File: config.mk
export PLATFORM = sky130hd
export DESIGN_NAME = mcyc_sequencer
export DESIGN_NICKNAME = d
export VERILOG_FILES = /design/src/rtl/mcyc_pkg.sv /design/src/rtl/mcyc_next_state.sv /design/src/rtl/mcyc_out_decode.sv /design/src/rtl/mcyc_sequencer.sv
export SDC_FILE = /design/constraint.sdc
export NUM_CORES = 1
export LEC_CHECK = 0
export CORE_MARGIN = 1.5
export CORE_UTILIZATION = 33
export DETAILED_ROUTE_END_ITERATION = 10
export GPL_TIMING_DRIVEN = 1
export PLACE_DENSITY = 0.77
export SYNTH_ARGS = -nofsm -noshare
export SYNTH_HDL_FRONTEND = slang
export SYNTH_SLANG_ARGS = --single-unit
File: constraint.sdc
create_clock -name clk -period 1.95 [get_ports clk]
set_clock_uncertainty 0.05 [all_clocks]
set_input_delay 0.39 -clock clk [delete_from_list [all_inputs] [get_ports clk]]
set_output_delay 0.39 -clock clk [all_outputs]
set_load 0.01 [all_outputs]
File: src/rtl/mcyc_pkg.sv
`timescale 1ns/1ps
package mcyc_pkg;
  localparam int ST_W  = 4;
  localparam int OP_W  = 6;
  localparam int SEL_W = 2;

  typedef enum logic [ST_W-1:0] {
    ST_FETCH   = 4'd0,
    ST_DECODE  = 4'd1,
    ST_ADDR    = 4'd2,
    ST_LDMEM   = 4'd3,
    ST_LDWB    = 4'd4,
    ST_STMEM   = 4'd5,
    ST_ALU     = 4'd6,
    ST_ALUWB   = 4'd7,
    ST_BRANCH  = 4'd8,
    ST_JUMP    = 4'd9,
    ST_EXC_UND = 4'd10,
    ST_EXC_OVF = 4'd11
  } state_e;

  localparam logic [OP_W-1:0] OPC_RTYPE = 6'b000000;
  localparam logic [OP_W-1:0] OPC_LOAD  = 6'b100011;
  localparam logic [OP_W-1:0] OPC_STORE = 6'b101011;
  localparam logic [OP_W-1:0] OPC_BEQ   = 6'b000100;
  localparam logic [OP_W-1:0] OPC_JUMP  = 6'b000010;

  typedef struct packed {
    logic             mem_rd;
    logic             mem_wr;
    logic             addr_sel;
    logic             ir_we;
    logic             reg_we;
    logic             dst_sel;
    logic             wb_sel;
    logic             opa_sel;
    logic [SEL_W-1:0] opb_sel;
    logic [SEL_W-1:0] alu_cls;
    logic             pc_we_uncond;
    logic             pc_we_cond;
    logic [SEL_W-1:0] pc_src;
    logic             epc_we;
    logic             cause_we;
    logic             cause_ovf;
  } ctrl_t;

  function automatic logic is_legal_op(input logic [OP_W-1:0] op);
    return (op == OPC_RTYPE) || (op == OPC_LOAD) || (op == OPC_STORE) ||
           (op == OPC_BEQ) || (op == OPC_JUMP);
  endfunction

  function automatic logic pc_write_enable(input ctrl_t c, input logic zero);
    return c.pc_we_uncond | (c.pc_we_cond & zero);
  endfunction
endpackage

File: src/rtl/mcyc_next_state.sv
`timescale 1ns/1ps
module mcyc_next_state
  import mcyc_pkg::*;
(
  input  state_e              cur,
  input  logic [OP_W-1:0]     opcode,
  input  logic                alu_ovf,
  output state_e              nxt
);
  state_e dispatch;

  always_comb begin
    unique case (opcode)
      OPC_LOAD, OPC_STORE: dispatch = ST_ADDR;
      OPC_RTYPE:           dispatch = ST_ALU;
      OPC_BEQ:             dispatch = ST_BRANCH;
      OPC_JUMP:            dispatch = ST_JUMP;
      default:             dispatch = ST_EXC_UND;
    endcase
  end

  always_comb begin
    case (cur)
      ST_FETCH:  nxt = ST_DECODE;
      ST_DECODE: nxt = dispatch;
      ST_ADDR:   nxt = (opcode == OPC_STORE) ? ST_STMEM : ST_LDMEM;
      ST_LDMEM:  nxt = ST_LDWB;
      ST_ALU:    nxt = alu_ovf ? ST_EXC_OVF : ST_ALUWB;
      default:   nxt = ST_FETCH;
    endcase
  end
endmodule

File: src/rtl/mcyc_out_decode.sv
`timescale 1ns/1ps
module mcyc_out_decode
  import mcyc_pkg::*;
(
  input  state_e cur,
  output ctrl_t  ctl
);
  always_comb begin
    ctl = '0;
    case (cur)
      ST_FETCH: begin
        ctl.mem_rd       = 1'b1;
        ctl.ir_we        = 1'b1;
        ctl.opb_sel      = 2'b01;
        ctl.pc_we_uncond = 1'b1;
      end
      ST_DECODE: ctl.opb_sel = 2'b11;
      ST_ADDR: begin
        ctl.opa_sel = 1'b1;
        ctl.opb_sel = 2'b10;
      end
      ST_LDMEM: begin
        ctl.mem_rd   = 1'b1;
        ctl.addr_sel = 1'b1;
      end
      ST_LDWB: begin
        ctl.reg_we = 1'b1;
        ctl.wb_sel = 1'b1;
      end
      ST_STMEM: begin
        ctl.mem_wr   = 1'b1;
        ctl.addr_sel = 1'b1;
      end
      ST_ALU: begin
        ctl.opa_sel = 1'b1;
        ctl.alu_cls = 2'b10;
      end
      ST_ALUWB: begin
        ctl.reg_we  = 1'b1;
        ctl.dst_sel = 1'b1;
      end
      ST_BRANCH: begin
        ctl.opa_sel    = 1'b1;
        ctl.alu_cls    = 2'b01;
        ctl.pc_we_cond = 1'b1;
        ctl.pc_src     = 2'b01;
      end
      ST_JUMP: begin
        ctl.pc_we_uncond = 1'b1;
        ctl.pc_src       = 2'b10;
      end
      ST_EXC_UND, ST_EXC_OVF: begin
        ctl.opb_sel      = 2'b01;
        ctl.alu_cls      = 2'b01;
        ctl.pc_we_uncond = 1'b1;
        ctl.pc_src       = 2'b11;
        ctl.epc_we       = 1'b1;
        ctl.cause_we     = 1'b1;
        ctl.cause_ovf    = (cur == ST_EXC_OVF);
      end
      default: ctl = '0;
    endcase
  end
endmodule

File: src/rtl/mcyc_sequencer.sv
`timescale 1ns/1ps
module mcyc_sequencer
  import mcyc_pkg::*;
(
  input  logic             clk,
  input  logic             rst_n,
  input  logic [5:0]       opcode,
  input  logic             alu_zero,
  input  logic             alu_ovf,
  output logic [3:0]       state,
  output logic             mem_rd,
  output logic             mem_wr,
  output logic             addr_sel,
  output logic             ir_we,
  output logic             reg_we,
  output logic             dst_sel,
  output logic             wb_sel,
  output logic             opa_sel,
  output logic [1:0]       opb_sel,
  output logic [1:0]       alu_cls,
  output logic             pc_we_uncond,
  output logic             pc_we_cond,
  output logic [1:0]       pc_src,
  output logic             pc_en,
  output logic             epc_we,
  output logic             cause_we,
  output logic             cause_ovf
);
  state_e state_q;
  state_e state_d;
  ctrl_t  ctl;
  logic   trap_entry;   // event: next state is a trap state
  logic   done_state;   // event: current state ends an instruction

  mcyc_next_state u_next (
    .cur     (state_q),
    .opcode  (opcode),
    .alu_ovf (alu_ovf),
    .nxt     (state_d)
  );

  mcyc_out_decode u_out (
    .cur (state_q),
    .ctl (ctl)
  );

  always_ff @(posedge clk or negedge rst_n) begin
    if (!rst_n) state_q <= ST_FETCH;
    else        state_q <= state_d;
  end

  assign trap_entry = (state_d == ST_EXC_UND) || (state_d == ST_EXC_OVF);
  assign done_state = (state_q == ST_LDWB) || (state_q == ST_STMEM) ||
                      (state_q == ST_ALUWB) || (state_q == ST_BRANCH) ||
                      (state_q == ST_JUMP) || (state_q == ST_EXC_UND) ||
                      (state_q == ST_EXC_OVF);

  assign state        = state_q;
  assign mem_rd       = ctl.mem_rd;
  assign mem_wr       = ctl.mem_wr;
  assign addr_sel     = ctl.addr_sel;
  assign ir_we        = ctl.ir_we;
  assign reg_we       = ctl.reg_we;
  assign dst_sel      = ctl.dst_sel;
  assign wb_sel       = ctl.wb_sel;
  assign opa_sel      = ctl.opa_sel;
  assign opb_sel      = ctl.opb_sel;
  assign alu_cls      = ctl.alu_cls;
  assign pc_we_uncond = ctl.pc_we_uncond;
  assign pc_we_cond   = ctl.pc_we_cond;
  assign pc_src       = ctl.pc_src;
  assign pc_en        = pc_write_enable(ctl, alu_zero);
  assign epc_we       = ctl.epc_we;
  assign cause_we     = ctl.cause_we;
  assign cause_ovf    = ctl.cause_ovf;

  p_fetch_to_decode_r2: assert property (@(posedge clk) disable iff (!rst_n)
    state_q == ST_FETCH |=> state_q == ST_DECODE);

  p_done_returns_r8: assert property (@(posedge clk) disable iff (!rst_n)
    done_state |=> state_q == ST_FETCH);

  p_branch_not_taken_r7: assert property (@(posedge clk) disable iff (!rst_n)
    (state_q == ST_BRANCH && !alu_zero) |-> !pc_en);

  p_undef_trap_r9: assert property (@(posedge clk) disable iff (!rst_n)
    (state_q == ST_DECODE && !is_legal_op(opcode)) |=> state_q == ST_EXC_UND);

  p_ovf_trap_r10: assert property (@(posedge clk) disable iff (!rst_n)
    (state_q == ST_ALU && alu_ovf) |=> (state_q == ST_EXC_OVF && cause_ovf));

  p_trap_vector_r9: assert property (@(posedge clk) disable iff (!rst_n)
    trap_entry |=> (epc_we && cause_we && pc_en && pc_src == 2'b11));

  p_mem_exclusive_r11: assert property (@(posedge clk) disable iff (!rst_n)
    !(mem_rd && mem_wr) && !(reg_we && epc_we));
endmodule

Word-level counts from Yosys, hierarchy flattened. Index checks and enable logic that the tools add are counted.

Eq/ne operators: 15. Bitwise operators: 2. Mux-type cells: 18. Reductions and logical operators: 11.

Operator list (number): $pmux W4 S5 (1); $eq A4 B3 Y1 const B (4); $eq A4 B4 Y1 const B (4); $pmux W4 S4 (1); $eq A6 B6 Y1 const B (2); $pmux W2 S3 (2); $mux W1 (10); $reduce_or A2 Y1 (5); $reduce_or A3 Y1 (3); $eq A4 B2 Y1 const B (2); $eq A6 B2 Y1 const B (1); $eq A6 B3 Y1 const B (1); $logic_not A6 Y1 (1); $mux W3 (2); $eq A4 B1 Y1 const B (1); $logic_not A4 Y1 (1); $mux W4 (1); $pmux W2 S2 (1); $reduce_or A4 Y1 (1); $and A1 B1 Y1 (1); $or A1 B1 Y1 (1).

Bits of input ports: 10. Register bits after elaboration: 4. Word-level logic and storage cells: 47. Output and inout bits: 24.

Longest topological paths before layout. Gate-level depths: netlist of run 1.

Depth after elaboration: 4. Depth in mapped cells: 4. Mapped depth without buffers: 3.

Cells and area by module. From an unflattened synthesis of run 1, not the netlist that was laid out.

Cells, all modules: 62. Area, all modules: 503.0 sq um.

By module, submodules not included: mcyc_out_decode (instances 1, area each 222.7 sq um, sequential area each 0.0 sq um, cells each 32); mcyc_next_state (instances 1, area each 172.7 sq um, sequential area each 0.0 sq um, cells each 25); mcyc_sequencer (instances 1, area each 107.6 sq um, sequential area each 100.1 sq um, cells each 5).

Worst setup path after synthesis of run 1. OpenSTA, ideal clock, no wires.

Path type: input port to flip-flop. Start point: input opcode[0]. End point: register state_q[0], in the netlist state[0]. Required time: 1806 ps. Stages: 3. Path buffers: 0. Slack: 212 ps. Data arrival time: 1595 ps. Library setup time: 94 ps. Path through: or4_4 > or4b_4 > a221oi_2.

Word-level cells in the longest chain between the ends: 4. Elaborated cells on any way between the ends: 8. Those cells by class: eq/ne (4); mux (2); reduce/logical (2).

RTL lines: start, declared (line mcyc_sequencer.sv:7) `input logic [5:0] opcode,`; $eq A6 B6 Y1 (line mcyc_next_state.sv:13) `unique case (opcode)`; $reduce_or A2 Y1 (line mcyc_next_state.sv:13); $pmux W4 S4 (*) (line mcyc_next_state.sv:13); $pmux W4 S5 (*) (line mcyc_next_state.sv:23) `case (cur)`; via state_d[0] (line mcyc_sequencer.sv:30) `state_e state_d;`; end signal, assigned (line mcyc_sequencer.sv:49) `else state_q <= state_d;`; end, declared (line mcyc_sequencer.sv:29) `state_e state_q;`.

The timed path passes the listed nets; every way through them passes the cells marked *.

Final worst setup path of run 1.
Start point: input opcode[4]. End point: register state_q[0], in the netlist state[0].

The elaborated chain is that of the path after synthesis.

==> results by group, run 1 <==
Clock network
  – Root Buffer: clkbuf_4
  – Number of H-tree levels: 1
  – Maximum buffer depth of the clock tree: 2
  – Sink Count: 4
  – Reg clk slew, reported paths: 0.04 ns
  – CTS buffer count: 3
  – Hold buffer count at cts: 0
  – CTS tree: yes
  – Worst skew pair latency: 0.23 ns

STA
  – Setup TNS: 0 ns
  – Tmin final: 1.92 ns
  – # setup viols final: 0
  – Fin crit share: 98.7%
  – Final Max Tran Viols: 0
  – Final WS setup: 0.0262 ns
  – Peak Freq: 520 MHz
  – Worst Tran Pin Value: 0.327 ns
  – RSZ-0062 raised after global routing: no
  – Slew HR: 77.9%
  – Final Hold Vio Count: 0

Detailed routing
  – Antenna viol nets, final: 0
  – Vias: 605
  – Routed WL: 1.51 mm
  – Drt drc: 0
  – First-pass DRT Iterations: 2
  – Via/cell ratio: 4.96
  – WL/cell: 12.3 um
  – Drt first-iter violations: 2

Placed design
  – I/O Buffers: 33
  – Setup WS pre-CTS: -0.267 ns
  – RD Place Congestion: 0.794
  – Post-DP HPWL: 1.17 mm
  – DP Area: 862 um2

Synth
  – Main synth FF type: dfrtp_1
  – Async SR Flop Fraction: 100%
  – Syn Inst Count: 60
  – FF+latch count, synth: 4
  – Main area contributors after synthesis: dfrtp_1 21%, nor2_1 11%, buf_6 9.6%, xnor2_1 5.6%, nand2b_1 5.3%
  – Register area share after synthesis: 21.4%
  – Netlist Area Pre-Place: 468 um2
  – Mapped Nets: 70
  – Synth Area per Inst: 7.80 um2
  – Post-synth top cells: 14 x nor2_1, 4 x buf_6, 4 x dfrtp_1, 4 x nand2b_1, 4 x nor3_1
  – Most numerous cell in the Yosys netlist: nor2_1
  – Yosys cell types: 25
  – Warnings from Yosys: 0
  – Area leader, netlist: dfrtp_1
  – Synth top area share: 21.4%
  – Post-synth EDFFs: 0

Worst setup path
  – Crit path kind: in -> reg
  – CP required: 2.04 ns
  – Setup crit end kind: register
  – CP startpoint: opcode[4]
  – Worst setup SP type: input pin
  – Crit path max fanout: 3
  – Critical R2R Launch: state[1]
  – Critical Path AT: 2.01 ns

Floorplan
  – Placement Rows: 13
  – Starting Density: 35.5%
  – Full die area: 1650 um2
  – I/O pins: 34
  – Die Span Y: 40.7 um
  – Chip width: 40.7 um
  – Area of the core: 1320 um2

Status
  – Status: completed

Finish
  – Nets@finish: 119
  – Layout area overhead: 94.7%
  – # diodes: 0
  – Post-route cell area: 911 um2
  – Max reg flops: 4
  – Layout cell share with drive strength beyond 1: 33.6%
  – Fillers: 138

Power and ir drop
  – Leak: 0.000458 uW
  – Pwr Density: 1560 nW/um2
  – Sw frac: 44.6%
  – Pint: 788 uW
  – Maximum VDD drop: 1080 uV
  – Reg power frac: 14.2%
  – Clk network pwr share: 7.1%
  – Comb pwr share: 78.7%
  – Sw Pwr: 633 uW

GRT
  – Grt ovf: 0
  – Largest net degree at the start of global routing: 9
  – Initial antenna violation count: 0
  – Global Route Usage Sum: 19.2%
  – Vias in the first global route: 506
  – Global-route wire length before repair: 2.11 mm

Run
  – Max-cap viol count: 0

Min path
  – Hold WC Path Type: in -> async
==> final cells by class <==
| type | instances | area [um2] | share of cell area, % |
|---|---|---|---|
| Timing Repair Buffer | 49 | 410 | 45.1 |
| Multi-Input combinational cell | 48 | 343 | 37.6 |
| Sequential cell | 4 | 105 | 11.5 |
| Clock buffer | 3 | 22.5 | 2.47 |
| Tap cell | 15 | 18.8 | 2.06 |
| Inverter | 3 | 11.3 | 1.24 |
==> repair_timing <==
action / CTS / global route
gates cloned: 0 / 0
setup buffers: 3 / 0
endpoints found under the setup margin: 21 / 4
hold endpoints to repair: 0 / 0
pin swaps: 3 / 1
gates resized for setup: 36 / 8
==> path summary, 6_finish.rpt <==
check | end | slack, ns | cells after the start
min reg2reg | state[0] | 0.57 | 2
min in group clk | state[0] | 0.57 | 2
min | state[2] | 0.31 | 1
max | state[0] | 0.03 | 4
max in group asynchronous | state[3] | 1.35 | 1
max reg2reg | state[0] | 0.49 | 3
==> metrics by stage <==
stage               instances  total power, uW  hold slack, ns  util, %
global route              122             1530           0.318     69.1
detailed placement        116             1330           0.551     65.4
finish                    122             1420           0.310     69.1
CTS                       122             1420           0.306     69.3
floorplan                  60              743          0.0444        -
global placement          116             1320           0.547     65.4
==> critical path, cell delays in order <==
cell and delay, ns:
clkdlybuf4s50_1 0.42, or4_4 0.43, or4b_4 0.54, a221oi_2 0.23
==> cell usage in the layout (no fill, tap or decap), types with 3 or more instances in the layout <==
cell and n:
nor2_1 13, nand2_1 3, nand2b_4 3, xnor2_1 3, dfrtp_2 4, clkbuf_4 3, nor3_1 4, buf_4 16
inv_1 3, clkdlybuf4s50_1 10, dlygate4sd2_1 20
==> power by group through the flow <==
stage / Combinational, uW / Clock, uW / Sequential, uW
floorplan: 569 / 0 / 175
global placement: 1150 / 0 / 177
detailed placement: 1160 / 0 / 179
CTS: 1120 / 105 / 194
global route: 1210 / 111 / 208
finish: 1120 / 101 / 202
==> routing by layer <==
| metal | vias up | GRT usage (%) | part of all wire [%] |
|---|---|---|---|
| met1 | 275 | 24.8 | 46 |
| met4 | 0 | 5.00 | 0 |
| met3 | 0 | 4.89 | 4.2 |
| met5 | - | 0 | 0 |
| met2 | 18 | 31.3 | 49 |
| li1 | 312 | - | - |
==> kinds of logic after synthesis <==
| kind of cell | after synthesis | share of synthesized area [%] |
|---|---|---|
| xor+xnor | 4 | 7.49 |
| buf+inv | 8 | 13.6 |
| simple gates | 33 | 39.0 |
| flops | 4 | 21.4 |
| compound gates | 11 | 18.4 |
Note: power is estimated with default switching activity, not from simulation.
==> inputs of run 2 (changes only) <==
--- a/config.mk
+++ b/config.mk
@@ -5,11 +5,13 @@
 export SDC_FILE = /design/constraint.sdc
 export NUM_CORES = 1
 export LEC_CHECK = 0
+export CELL_PAD_IN_SITES_DETAIL_PLACEMENT = 1
+export CELL_PAD_IN_SITES_GLOBAL_PLACEMENT = 2
 export CORE_MARGIN = 1.5
-export CORE_UTILIZATION = 33
+export CORE_UTILIZATION = 16
 export DETAILED_ROUTE_END_ITERATION = 10
 export GPL_TIMING_DRIVEN = 1
-export PLACE_DENSITY = 0.77
+export PLACE_DENSITY = 0.75
 export SYNTH_ARGS = -nofsm -noshare
 export SYNTH_HDL_FRONTEND = slang
 export SYNTH_SLANG_ARGS = --single-unit
==> run 2 against run 1 <==
Compared with the run above: utilization decreased by 34 points; worst setup slack better by 0.0092 ns; maximum frequency rose by 0.48%; critical path type unchanged; non-clock buffer count up 1; cell area up 5.1%; combinational power about the same; highest routed layer is now met4; wire length increased by 12%; final cell count up 14%; clock power about the same; first-iteration DRC count rose to 3.0 times the previous value.
==> results by group, run 2 (same netlist as run 1, synthesis figures left out) <==
Finish
  – Final std cells w/o fill: 139 (+14%)
  – Max reg flops: 4 (unchanged)
  – Core Util, Final: 34.7% (-34 points)
  – Post-route cell area: 957 um2 (+5.1%)
  – Most frequent cells in the layout: 22 x dlygate4sd2_1, 16 x buf_4, 13 x nor2_1, 10 x clkdlybuf4s50_1
  – Commonest non-fill, non-tap cell in the layout: dlygate4sd2_1
  – # diodes: 0 (unchanged)
  – Layout cell share with drive strength beyond 1: 31.5% (-2.2 points)
  – Layout area overhead: 105%
  – Nets@finish: 120 (+0.84%)
  – Fillers: 330 (+140%)

Power and ir drop
  – Leak: 0.000484 uW (+5.8%)
  – Maximum VDD drop: 667 uV (-38%)
  – Pwr Total: 1420 uW (+0.12%)
  – Pwr Density: 1490 nW/um2 (-4.7%)

Clock network
  – Reg clk slew, reported paths: 0.04 ns (about the same)
  – CTS tree: yes
  – Number of H-tree levels: 1 (unchanged)
  – Worst skew pair latency: 0.23 ns (about the same)
  – Sink Count: 4 (unchanged)
  – CTS buffer count: 3 (unchanged)
  – Maximum buffer depth of the clock tree: 2 (unchanged)
  – Root Buffer: clkbuf_4
  – Hold buffer count at cts: 0 (unchanged)

STA
  – Final Max Tran Viols: 0 (unchanged)
  – Worst Tran Pin Value: 0.333 ns (+0.00623 ns)
  – Final Hold Vio Count: 0 (unchanged)
  – Slew HR: 77.5% (-0.42 points)
  – Peak Freq: 522 MHz (+0.48%)
  – Setup TNS: 0 ns (unchanged)
  – RSZ-0062 raised after global routing: no
  – # setup viols final: 0 (unchanged)
  – Fin crit share: 98.2% (-0.47 points)
  – Tmin final: 1.91 ns (-0.00921 ns)

Detailed routing
  – Vias: 625 (+3.3%)
  – Drt first-iter violations: 6 (+4)
  – WL/cell: 12.2 um (-1.4%)
  – Routed WL: 1.69 mm (+12%)
  – Via/cell ratio: 4.50 (-9.3%)
  – Antenna viol nets, final: 0 (unchanged)
  – First-pass DRT Iterations: 3 (+1)
  – Drt drc: 0 (unchanged)

Worst setup path
  – Critical R2R Launch: state[1]
  – R2r endpoint: state[0]
  – Setup crit end kind: register
  – Crit path max fanout: 2 (-1)
  – Worst setup SP type: input pin
  – Worst reg-to-reg setup slack: 0.34 ns (-0.15 ns)
  – Critical Path AT: 1.97 ns (-0.04 ns)
  – CP required: 2.01 ns (-0.03 ns)
  – FF-to-FF path depth: 4 (+1)
  – Crit path kind: in -> reg

Floorplan
  – Starting Density: 17.0% (-19 points)
  – Chip width: 57.1 um (+40%)
  – Placement Rows: 19 (+6)
  – Full die area: 3260 um2 (+97%)
  – I/O pins: 34 (unchanged)
  – Die Span Y: 57.1 um (+40%)
  – Area of the core: 2760 um2 (+110%)

GRT
  – Largest net degree at the start of global routing: 8 (-1)
  – Vias in the first global route: 646 (+28%)
  – Global-route wire length before repair: 2.88 mm (+37%)
  – Initial antenna violation count: 0 (unchanged)
  – Grt ovf: 0 (unchanged)
  – Global Route Usage Sum: 11.1% (-8.1 points)

Placed design
  – I/O Buffers: 33 (unchanged)
  – Post-DP HPWL: 1.41 mm (+21%)
  – RD Place Congestion: 0.667 (-16%)
  – DP Area: 890 um2 (+3.2%)
  – # placed instances: 133 (+15%)

Min path
  – Hold WC Path Type: in -> async

Status
  – Status: completed

Run
  – Max-cap viol count: 0 (unchanged)
[run 2: changes by cell type in the layout (fill, tap and decap cells not counted), sizes merged]
cell          delta
dlygate4sd2      +2
dlymetal6s2s     +1
clkbuf           -2
[run 2: timing repair]
item,in CTS,in global routing
setup endpoints to repair,21,4
buffers inserted,3,0
pin swaps,4,2
resized for setup,32,5
[run 2: per-layer routing]
metal / share of wire [%] / track usage, % / up-vias
met2: 50 / 20.5 / 23
met4: 0.24 / 3.99 / 0
met5: 0 / 0 / -
li1: - / - / 313
met3: 7.4 / 2.49 / 2
met1: 43 / 12.4 / 287
[run 2: worst max-delay path, stage by stage]
cell and delay [ns]:
clkdlybuf4s50_1 0.42, or4_4 0.43, buf_4 0.15, or3_1 0.32, a32o_1 0.26
[run 2: power breakdown]
group / internal [uW] / leakage, uW / total (uW) / switching (uW)
Sequential: 127 / 0.0000460 / 206 / 79.4
Combinational: 609 / 0.000425 / 1120 / 509
Clock: 68.6 / 0.0000138 / 98.4 / 29.9
Total: 804 / 0.000484 / 1420 / 619
[run 2: layout make-up]
class	instances	area (um2)	share of cell area, %
clock buffer	3	22.5	2.35
inverter	3	11.3	1.18
multi-input combinational	48	343	35.8
sequential	4	105	11.0
tap	31	38.8	4.05
timing repair buffer	50	437	45.6
[run 2: worst max path at each step]
| stage | start | to | slack (ns) | cells after the start |
|---|---|---|---|---|
| floorplan | opcode[0] | state[0] | 0.21 | 3 |
| global placement | opcode[0] | state[0] | -0.24 | 4 |
| detailed placement | opcode[0] | state[0] | -0.27 | 4 |
| CTS | state[0] | reg_we | -0.06 | 4 |
| global route | opcode[4] | state[3] | 0.001 | 5 |
| finish | opcode[4] | state[3] | 0.04 | 5 |
[run 2: through the flow]
stage	hold slack [ns]	setup slack, ns
after detailed placement	0.561	-0.273
after floorplan	0.0444	0.212
final	0.315	0.0355
after global placement	0.555	-0.241
after CTS	0.314	-0.0599
after global routing	0.320	0.00146
